`src/rtl/psq_pkg.sv`:
```
package psq_pkg;
  localparam logic [7:0] OP_ARRAY_PROG  = 8'h02;
  localparam logic [7:0] OP_STATUS_PROG = 8'h01;

  typedef enum logic [1:0] {
    ST_IDLE  = 2'd0,
    ST_BUSY  = 2'd1,
    ST_WRITE = 2'd2
  } seq_st_e;
endpackage

```
`src/rtl/psq_deser.sv`:
```
// Counts frame bits (saturating) and assembles whole bytes, MSB first.
module psq_deser #(
  parameter int CNT_W = 9
) (
  input  logic             clk,
  input  logic             rst_n,
  input  logic             bit_vld,
  input  logic             bit_in,
  input  logic             frame_end,
  output logic [CNT_W-1:0] bit_cnt,
  output logic             byte_vld,
  output logic [7:0]       byte_val,
  output logic [CNT_W-4:0] byte_num
);
  localparam logic [CNT_W-1:0] CNT_SAT = '1;

  logic [CNT_W-1:0] cnt_q, cnt_d;
  logic [6:0]       sh_q, sh_d;
  logic             bv_d;
  logic [7:0]       bval_d;
  logic [CNT_W-4:0] bnum_d;

  always_comb begin
    cnt_d  = cnt_q;
    sh_d   = sh_q;
    bv_d   = 1'b0;
    bval_d = byte_val;
    bnum_d = byte_num;
    if (frame_end) begin
      cnt_d = '0;
    end else if (bit_vld) begin
      sh_d = {sh_q[5:0], bit_in};
      if (cnt_q != CNT_SAT) begin
        cnt_d = cnt_q + 1'b1;
        if (cnt_q[2:0] == 3'd7) begin
          bv_d   = 1'b1;
          bval_d = {sh_q, bit_in};
          bnum_d = cnt_q[CNT_W-1:3];
        end
      end
    end
  end

  always_ff @(posedge clk or negedge rst_n) begin
    if (!rst_n) begin
      cnt_q    <= '0;
      sh_q     <= '0;
      byte_vld <= 1'b0;
      byte_val <= '0;
      byte_num <= '0;
    end else begin
      cnt_q    <= cnt_d;
      sh_q     <= sh_d;
      byte_vld <= bv_d;
      byte_val <= bval_d;
      byte_num <= bnum_d;
    end
  end

  assign bit_cnt = cnt_q;
endmodule

```
`src/rtl/psq_sbuf.sv`:
```
// Sector staging buffer: one write port, one combinational read port.
// Storage carries no reset; every entry is rewritten before a commit reads it.
module psq_sbuf #(
  parameter int DEPTH = 32,
  parameter int IDX_W = 5
) (
  input  logic             clk,
  input  logic             wr_en,
  input  logic [IDX_W-1:0] wr_idx,
  input  logic [7:0]       wr_data,
  input  logic [IDX_W-1:0] rd_idx,
  output logic [7:0]       rd_data
);
  logic [7:0] ent_w [DEPTH];

  for (genvar g = 0; g < DEPTH; g++) begin : g_ent
    logic [7:0] ent_q;
    always_ff @(posedge clk) begin
      if (wr_en && (wr_idx == IDX_W'(g))) ent_q <= wr_data;
    end
    assign ent_w[g] = ent_q;
  end

  assign rd_data = ent_w[rd_idx];
endmodule

```
`src/rtl/psq_ctrl.sv`:
```
// Frame decode, length/permit judgement at frame end, busy timer, write-out.
module psq_ctrl
  import psq_pkg::*;
#(
  parameter int ADDR_W     = 8,
  parameter int OFF_W      = 5,
  parameter int SECT_BYTES = 32,
  parameter int ABYTES     = 2,
  parameter int CNT_W      = 9,
  parameter int FRAME_BITS = 280,
  parameter int SR_BITS    = 16,
  parameter int BUSY_CYC   = 1000,
  parameter int TMR_W      = 10
) (
  input  logic              clk,
  input  logic              rst_n,
  input  logic [CNT_W-1:0]  bit_cnt,
  input  logic              byte_vld,
  input  logic [7:0]        byte_val,
  input  logic [CNT_W-4:0]  byte_num,
  input  logic              frame_end,
  input  logic              arr_permit,
  input  logic              sr_permit,
  output logic              buf_we,
  output logic [OFF_W-1:0]  buf_widx,
  output logic [OFF_W-1:0]  rd_idx,
  output logic              pip,
  output logic              arr_we,
  output logic [ADDR_W-1:0] arr_addr,
  output logic              sr_we,
  output logic [7:0]        sr_wdata,
  output logic              done,
  output logic [ADDR_W-OFF_W-1:0] prog_sector
);
  localparam int BN_W = CNT_W - 3;
  localparam logic [CNT_W-1:0] ARR_LEN  = CNT_W'(FRAME_BITS);
  localparam logic [CNT_W-1:0] SR_LEN   = CNT_W'(SR_BITS);
  localparam logic [BN_W-1:0]  AB_LAST  = BN_W'(ABYTES);
  localparam logic [BN_W-1:0]  DB_FIRST = BN_W'(ABYTES + 1);
  localparam logic [BN_W-1:0]  DB_END   = BN_W'(ABYTES + 1 + SECT_BYTES);
  localparam logic [TMR_W-1:0] TMR_LAST = TMR_W'(BUSY_CYC - 1);
  localparam logic [OFF_W-1:0] W_LAST   = OFF_W'(SECT_BYTES - 1);

  seq_st_e           st_q, st_d;
  logic [7:0]        op_q, op_d;
  logic [ADDR_W-1:0] addr_q, addr_d;
  logic [7:0]        srd_q, srd_d;
  logic              kind_q, kind_d;    // 1: array program, 0: status program
  logic              taint_q, taint_d;  // frame had bytes arrive while busy
  logic [TMR_W-1:0]  tmr_q, tmr_d;
  logic [OFF_W-1:0]  wcnt_q, wcnt_d;
  logic              done_d;
  logic              cap;

  // Capture path: gated by idle state.
  assign cap      = byte_vld && (st_q == ST_IDLE);
  assign buf_we   = cap && (byte_num >= DB_FIRST) && (byte_num < DB_END);
  assign buf_widx = addr_q[OFF_W-1:0] + OFF_W'(byte_num - DB_FIRST);  // wrap

  always_comb begin
    op_d    = op_q;
    addr_d  = addr_q;
    srd_d   = srd_q;
    taint_d = taint_q;
    if (cap && (byte_num == '0)) op_d = byte_val;
    if (cap && (byte_num != '0) && (byte_num <= AB_LAST))
      addr_d = ADDR_W'({addr_q, byte_val});
    if (cap && (byte_num == BN_W'(1))) srd_d = byte_val;
    if (frame_end) taint_d = 1'b0;
    else if (byte_vld && (st_q != ST_IDLE)) taint_d = 1'b1;
  end

  // Sequencer next state.
  always_comb begin
    st_d   = st_q;
    kind_d = kind_q;
    tmr_d  = tmr_q;
    wcnt_d = wcnt_q;
    done_d = 1'b0;
    unique case (st_q)
      ST_IDLE: begin
        if (frame_end && !taint_q) begin
          if ((op_q == OP_ARRAY_PROG) && (bit_cnt == ARR_LEN) && arr_permit) begin
            st_d   = ST_BUSY;
            kind_d = 1'b1;
            tmr_d  = '0;
          end else if ((op_q == OP_STATUS_PROG) && (bit_cnt == SR_LEN) && sr_permit) begin
            st_d   = ST_BUSY;
            kind_d = 1'b0;
            tmr_d  = '0;
          end
        end
      end
      ST_BUSY: begin
        tmr_d = tmr_q + 1'b1;
        if (tmr_q == TMR_LAST) begin
          st_d   = ST_WRITE;
          wcnt_d = '0;
        end
      end
      ST_WRITE: begin
        wcnt_d = wcnt_q + 1'b1;
        if (!kind_q || (wcnt_q == W_LAST)) begin
          st_d   = ST_IDLE;
          done_d = 1'b1;
        end
      end
      default: st_d = ST_IDLE;
    endcase
  end

  always_ff @(posedge clk or negedge rst_n) begin
    if (!rst_n) begin
      st_q    <= ST_IDLE;
      op_q    <= '0;
      addr_q  <= '0;
      srd_q   <= '0;
      kind_q  <= 1'b0;
      taint_q <= 1'b0;
      tmr_q   <= '0;
      wcnt_q  <= '0;
      done    <= 1'b0;
    end else begin
      st_q    <= st_d;
      op_q    <= op_d;
      addr_q  <= addr_d;
      srd_q   <= srd_d;
      kind_q  <= kind_d;
      taint_q <= taint_d;
      tmr_q   <= tmr_d;
      wcnt_q  <= wcnt_d;
      done    <= done_d;
    end
  end

  assign pip         = (st_q != ST_IDLE);
  assign arr_we      = (st_q == ST_WRITE) && kind_q;
  assign sr_we       = (st_q == ST_WRITE) && !kind_q;
  assign arr_addr    = {addr_q[ADDR_W-1:OFF_W], wcnt_q};
  assign rd_idx      = wcnt_q;
  assign sr_wdata    = srd_q;
  assign prog_sector = addr_q[ADDR_W-1:OFF_W];
endmodule

```
`src/rtl/psq_top.sv`:
```
module psq_top #(
  parameter int ADDR_W         = 8,
  parameter int SECT_BYTES     = 32,
  parameter int WIRE_ADDR_BITS = 16,
  parameter int BUSY_CYC       = 500000
) (
  input  logic                                   clk,
  input  logic                                   rst_n,
  input  logic                                   bit_vld,
  input  logic                                   bit_in,
  input  logic                                   frame_end,
  input  logic                                   arr_permit,
  input  logic                                   sr_permit,
  output logic                                   pip,
  output logic [ADDR_W-$clog2(SECT_BYTES)-1:0]   prog_sector,
  output logic                                   arr_we,
  output logic [ADDR_W-1:0]                      arr_addr,
  output logic [7:0]                             arr_wdata,
  output logic                                   sr_we,
  output logic [7:0]                             sr_wdata,
  output logic                                   done
);
  localparam int OFF_W      = $clog2(SECT_BYTES);
  localparam int ABYTES     = WIRE_ADDR_BITS / 8;
  localparam int FRAME_BITS = 8 * (1 + ABYTES + SECT_BYTES);
  localparam int SR_BITS    = 16;
  localparam int CNT_W      = $clog2(FRAME_BITS + 2);
  localparam int TMR_W      = $clog2(BUSY_CYC + 1);

  logic [CNT_W-1:0] bit_cnt;
  logic             byte_vld;
  logic [7:0]       byte_val;
  logic [CNT_W-4:0] byte_num;
  logic             buf_we;
  logic [OFF_W-1:0] buf_widx;
  logic [OFF_W-1:0] rd_idx;

  psq_deser #(.CNT_W(CNT_W)) u_deser (
    .clk       (clk),
    .rst_n     (rst_n),
    .bit_vld   (bit_vld),
    .bit_in    (bit_in),
    .frame_end (frame_end),
    .bit_cnt   (bit_cnt),
    .byte_vld  (byte_vld),
    .byte_val  (byte_val),
    .byte_num  (byte_num)
  );

  psq_sbuf #(.DEPTH(SECT_BYTES), .IDX_W(OFF_W)) u_sbuf (
    .clk     (clk),
    .wr_en   (buf_we),
    .wr_idx  (buf_widx),
    .wr_data (byte_val),
    .rd_idx  (rd_idx),
    .rd_data (arr_wdata)
  );

  psq_ctrl #(
    .ADDR_W     (ADDR_W),
    .OFF_W      (OFF_W),
    .SECT_BYTES (SECT_BYTES),
    .ABYTES     (ABYTES),
    .CNT_W      (CNT_W),
    .FRAME_BITS (FRAME_BITS),
    .SR_BITS    (SR_BITS),
    .BUSY_CYC   (BUSY_CYC),
    .TMR_W      (TMR_W)
  ) u_ctrl (
    .clk         (clk),
    .rst_n       (rst_n),
    .bit_cnt     (bit_cnt),
    .byte_vld    (byte_vld),
    .byte_val    (byte_val),
    .byte_num    (byte_num),
    .frame_end   (frame_end),
    .arr_permit  (arr_permit),
    .sr_permit   (sr_permit),
    .buf_we      (buf_we),
    .buf_widx    (buf_widx),
    .rd_idx      (rd_idx),
    .pip         (pip),
    .arr_we      (arr_we),
    .arr_addr    (arr_addr),
    .sr_we       (sr_we),
    .sr_wdata    (sr_wdata),
    .done        (done),
    .prog_sector (prog_sector)
  );
endmodule

```
`config.mk`:
```
export PLATFORM = sky130hd
export DESIGN_NAME = psq_top
export DESIGN_NICKNAME = d
export VERILOG_FILES = /design/src/rtl/psq_pkg.sv /design/src/rtl/psq_deser.sv /design/src/rtl/psq_sbuf.sv /design/src/rtl/psq_ctrl.sv /design/src/rtl/psq_top.sv
export SDC_FILE = /design/constraint.sdc
export NUM_CORES = 1
export LEC_CHECK = 0
export ABC_AREA = 1
export BUFFER_PORTS_ARGS = -buffer_cell sky130_fd_sc_hd__buf_2
export CORE_UTILIZATION = 62
export CTS_CLUSTER_SIZE = 8
export DETAILED_ROUTE_END_ITERATION = 10
export PLACE_DENSITY_LB_ADDON = 0.2
export RECOVER_POWER = 100
export SYNTH_ARGS = -nofsm -noshare
export SYNTH_HDL_FRONTEND = slang
export SYNTH_HIERARCHICAL = 1
export SYNTH_SLANG_ARGS = --single-unit
```
`constraint.sdc`:
```
create_clock -name clk -period 4 [get_ports clk]
set_clock_uncertainty 0.15 [all_clocks]
set_input_delay 0.8 -clock clk [delete_from_list [all_inputs] [get_ports clk]]
set_output_delay 0.8 -clock clk [all_outputs]
set_load 0.02 [all_outputs]
```
==> results by group <==
Route
  • Average wire per standard cell: 18.7 microns
  • Antenna-violating nets left: 0
  • Detailed-route wire length: 35,200 microns
  • Total via count in the routed design: 10,900
  • DRT Pass-1 Iters: 7
  • Via-to-Cell Ratio: 5.78
  • Starting DRC count in detailed routing: 1,127
  • DRC viols: 0

Finish
  • Final non-filler cell area: 0.0166 sq mm
  • Total of fill cells in the finished design: 1,854
  • Proportion of layout cells with a drive suffix above 1: 7.08%
  • Net count of the finished layout: 1,558
  • Reg area: 0.00979 sq mm
  • Diode insertion count for antenna repair: 0
  • Area of combinational cells with multiple inputs: 0.00443 sq mm
  • Area grow syn2layout: 8.86%

Timing
  • Post-layout minimum cycle time: 3.78 ns
  • Portion of the clock cycle consumed by the worst path in the final layout: 94.5%
  • Endpoints failing setup: 0
  • Setup repair after global routing missed its margin: false
  • Worst slew margin relative to its limit: -54.1%
  • Final Hold Vio Count: 0
  • Pins Over Slew Limit: 151
  • Peak Freq: 264 MHz
  • Measured slew at the worst slew-check pin: 2.31 ns
  • Post-route worst setup slack: 0.218 ns
  • Summed negative setup slack over all endpoints: 0 ns

Clock network
  • Number of resized instances in the post-cts repair step: 0
  • CTS tree: done
  • Clock-pin transition on the worst setup and hold timing paths: 0.05 ns
  • Setup Buffers After CTS: 0
  • Num CTS Buffers: 48
  • Max Buffers Root-to-Sink: 3
  • Insertion delay to the later sink of the worst-skew pair: 0.53 ns
  • Quantity of hold-fixing buffers added after cts: 0
  • H-tree lvl count: 2
  • Clock tree root driver cell: sky130_fd_sc_hd__clkbuf_16
  • CTS sink cnt: 340

Setup path
  • Type of destination of the critical path: output pin
  • Type of element launching the critical path: flop
  • Critical path class: reg2out
  • Max stage delay cell, worst path: sky130_fd_sc_hd__dfrtp_4
  • Reg2Reg Setup Slack: 0.59 ns
  • Delay contributed by the slowest stage of the critical path: 0.49 ns
  • Required arrival time at the worst endpoint: 3.05 ns
  • Critical path peak fanout: 63
  • Most frequent cell on the critical path: sky130_fd_sc_hd__nand2_1
  • Worst Path Arrival: 2.83 ns
  • Critical path, cell by cell: clkinv_2, buf_8, nand2_1, nand3_1, nand3_1, nand2_1, nand2_1, nand2_1, nand2_1, nand2_1, clkbuf_2

Yosys
  • Syn Std Cell Area: 0.0153 sq mm
  • Number of synthesis warnings: 6
  • Count of distinct cell types in the synthesized netlist: 36
  • Area leader, netlist: sky130_fd_sc_hd__edfxtp_1
  • Cells taking the most area after synthesis: sky130_fd_sc_hd__edfxtp_1, sky130_fd_sc_hd__dfrtp_1, sky130_fd_sc_hd__nand2_1, sky130_fd_sc_hd__nand3_1, sky130_fd_sc_hd__inv_1
  • Number of register bits inferred by synthesis: 340
  • Mapped Nets: 1,525
  • Avg Inst Size Synth: 10.1 sq um
  • Synthesized instance count: 1,504
  • Share of the synthesized area in the top cell type: 50.4%
  • Share of synthesized area occupied by flip-flops and latches: 64.2%

Die
  • Initial cell density of the core: 62.9%
  • Die width: 159 microns
  • Die Y: 159 microns
  • Num ports: 38
  • Placement row count: 57
  • Placeable Area: 0.0242 sq mm
  • Die ar.: 0.0252 sq mm

Power and ir drop
  • Maximum ir drop on the vdd rail: 316 uV
  • Static power due to leakage: 7.04 nW
  • Power density normalized to cell area: 450 mW/mm^2

Place
  • HPWL after detailed placement: 21,700 microns
  • DP Area: 0.0155 sq mm
  • Placer's final routability congestion estimate: 0.910
  • Input/output buffers: 37
  • Dpl ws: 0.635 ns

GRT
  • Global Route Usage Sum: 28.5%
  • Maximum number of pins on one net before global-route repair: 134
  • Number of global-route vias before repair: 10,500
  • Residual overflow from global routing: 0
  • First-pass GRT wire length: 55,500 microns
  • Number of antenna violations at the first check in global routing: 0

Outcome
  • Violations in the final reports: capacitance limit, slew limit
  • Status: finished with violations

Run
  • Number of max-cap violations: 5

Hold path
  • Worst min-delay path category: reg2reg
## sequential cells by signal (all words and copies together) (netlist names), 2 cells and up
signal,flops
u_ctrl/sr_wdata,8
u_deser/byte_num,6
u_deser/bit_cnt,9
u_ctrl/tmr_q,19
u_ctrl/st_q,2
u_ctrl/addr_q,8
u_ctrl/rd_idx,5
u_deser/byte_val,8
u_sbuf/g_ent.ent_q,256
u_deser/sh_q,7
u_ctrl/op_q,8
## synthesized netlist by cell type
| library cell | n |
|---|---|
| sky130_fd_sc_hd__fa_1 | 1 |
| sky130_fd_sc_hd__o21ai_0 | 19 |
| sky130_fd_sc_hd__buf_4 | 18 |
| sky130_fd_sc_hd__or2_2 | 4 |
| sky130_fd_sc_hd__nand2_4 | 4 |
| sky130_fd_sc_hd__inv_2 | 6 |
| sky130_fd_sc_hd__inv_1 | 85 |
| sky130_fd_sc_hd__edfxtp_1 | 256 |
| sky130_fd_sc_hd__nand3_4 | 1 |
| sky130_fd_sc_hd__buf_2 | 20 |
| sky130_fd_sc_hd__nor2_2 | 7 |
| sky130_fd_sc_hd__o21ai_1 | 21 |
| sky130_fd_sc_hd__xnor2_1 | 2 |
| sky130_fd_sc_hd__a21o_1 | 1 |
| sky130_fd_sc_hd__buf_6 | 28 |
| sky130_fd_sc_hd__ha_1 | 13 |
| sky130_fd_sc_hd__nor3_1 | 5 |
| sky130_fd_sc_hd__buf_1 | 3 |
| sky130_fd_sc_hd__a211oi_1 | 1 |
| sky130_fd_sc_hd__nor2_1 | 85 |
| sky130_fd_sc_hd__clkinv_1 | 1 |
| sky130_fd_sc_hd__dfrtp_1 | 84 |
| sky130_fd_sc_hd__nand3_2 | 4 |
| sky130_fd_sc_hd__clkbuf_1 | 8 |
| sky130_fd_sc_hd__a21oi_1 | 12 |
| sky130_fd_sc_hd__nand4_1 | 8 |
| sky130_fd_sc_hd__o21bai_1 | 2 |
| sky130_fd_sc_hd__nor3_2 | 2 |
| sky130_fd_sc_hd__nor2_8 | 1 |
| sky130_fd_sc_hd__nand3_1 | 253 |
| sky130_fd_sc_hd__xor2_1 | 2 |
| sky130_fd_sc_hd__nor4_1 | 1 |
| sky130_fd_sc_hd__o21ai_2 | 12 |
| sky130_fd_sc_hd__nand2_1 | 527 |
| sky130_fd_sc_hd__nand2_2 | 3 |
| sky130_fd_sc_hd__nor2_4 | 4 |
## per-stage QoR
stage	hold WS, ns	instances	total power [W]	utilization, %
finish	0.331	1878	0.00747	68.5
global placement	0.309	1811	0.00392	63.8
floorplan	0.293	1504	0.00389	-
CTS	0.110	1878	0.00753	69.3
detailed placement	0.319	1811	0.00392	63.8
global route	0.326	1878	0.00767	68.5
## critical path, delay by kind of cell (launching register included)
family	cells	cell delay [ns]
buffers and inverters	3	0.99
AND/OR/NAND/NOR	8	0.80
flip-flops	1	0.49
## placed cells by master, fill, tap and decap left out, types with 3 or more instances in the layout
| cell type | count |
|---|---|
| sky130_fd_sc_hd__ha_1 | 13 |
| sky130_fd_sc_hd__clkbuf_16 | 49 |
| sky130_fd_sc_hd__inv_2 | 4 |
| sky130_fd_sc_hd__dfrtp_1 | 82 |
| sky130_fd_sc_hd__nand2_4 | 3 |
| sky130_fd_sc_hd__nand2_2 | 3 |
| sky130_fd_sc_hd__nor2_1 | 90 |
| sky130_fd_sc_hd__nand4_1 | 8 |
| sky130_fd_sc_hd__o21ai_1 | 5 |
| sky130_fd_sc_hd__edfxtp_1 | 256 |
| sky130_fd_sc_hd__nand3_1 | 255 |
| sky130_fd_sc_hd__nor3_1 | 5 |
| sky130_fd_sc_hd__inv_1 | 86 |
| sky130_fd_sc_hd__o21ai_0 | 45 |
| sky130_fd_sc_hd__clkbuf_2 | 5 |
| sky130_fd_sc_hd__clkbuf_1 | 48 |
| sky130_fd_sc_hd__buf_2 | 13 |
| sky130_fd_sc_hd__nand2_1 | 528 |
| sky130_fd_sc_hd__a21oi_1 | 12 |
| sky130_fd_sc_hd__buf_4 | 6 |
| sky130_fd_sc_hd__nor2_2 | 5 |
| sky130_fd_sc_hd__nand3_2 | 3 |
| sky130_fd_sc_hd__or2_2 | 4 |
## worst paths after layout
kind	start	endpoint	cells past startpoint
worst max-delay path	u_ctrl/rd_idx[0]	arr_wdata[7]	11
worst min-delay path	u_deser/sh_q[1]	u_deser/sh_q[2]	2
worst max register to register	u_deser/byte_num[2]	u_sbuf/g_ent[8].ent_q[6]	13
worst min register to register	u_deser/sh_q[1]	u_deser/sh_q[2]	2
max in group asynchronous	rst_n	u_deser/sh_q[2]	2
min in group asynchronous	rst_n	u_ctrl/tmr_q[9]	1
## power breakdown
part           internal, W  total (W)  switching, W
clock network      0.00226    0.00361       0.00136
logic            0.0000131  0.0000575     0.0000443
registers          0.00378    0.00380     0.0000135
## cell families after synthesis
| family | count (synthesis) | share of synthesized area [%] |
|---|---|---|
| compound gates | 68 | 2.59 |
| buf+inv | 169 | 6.14 |
| xor+xnor | 4 | 0.230 |
| simple gates | 909 | 25.7 |
| flops | 340 | 64.2 |
| fa+ha+maj | 14 | 1.20 |
## per-layer routing
layer | up-vias | wire length, microns | GRT usage (%)
li1 | 5096 | - | -
met1 | 5140 | 14500 | 39.4
met2 | 531 | 16600 | 45.3
met3 | 90 | 2970 | 4.75
met4 | 0 | 1080 | 11.5
met5 | - | 0 | 0
## layout make-up
type / count / area share, %
Sequential cell: 340 / 59.0
Clock buffer: 64 / 7.72
Multi-Input combinational cell: 995 / 26.7
Clock inverter: 3 / 0.286
Timing Repair Buffer: 60 / 1.82
Tap cell: 324 / 2.44
Inverter: 92 / 2.09
Note: power is estimated with default switching activity, not from simulation.
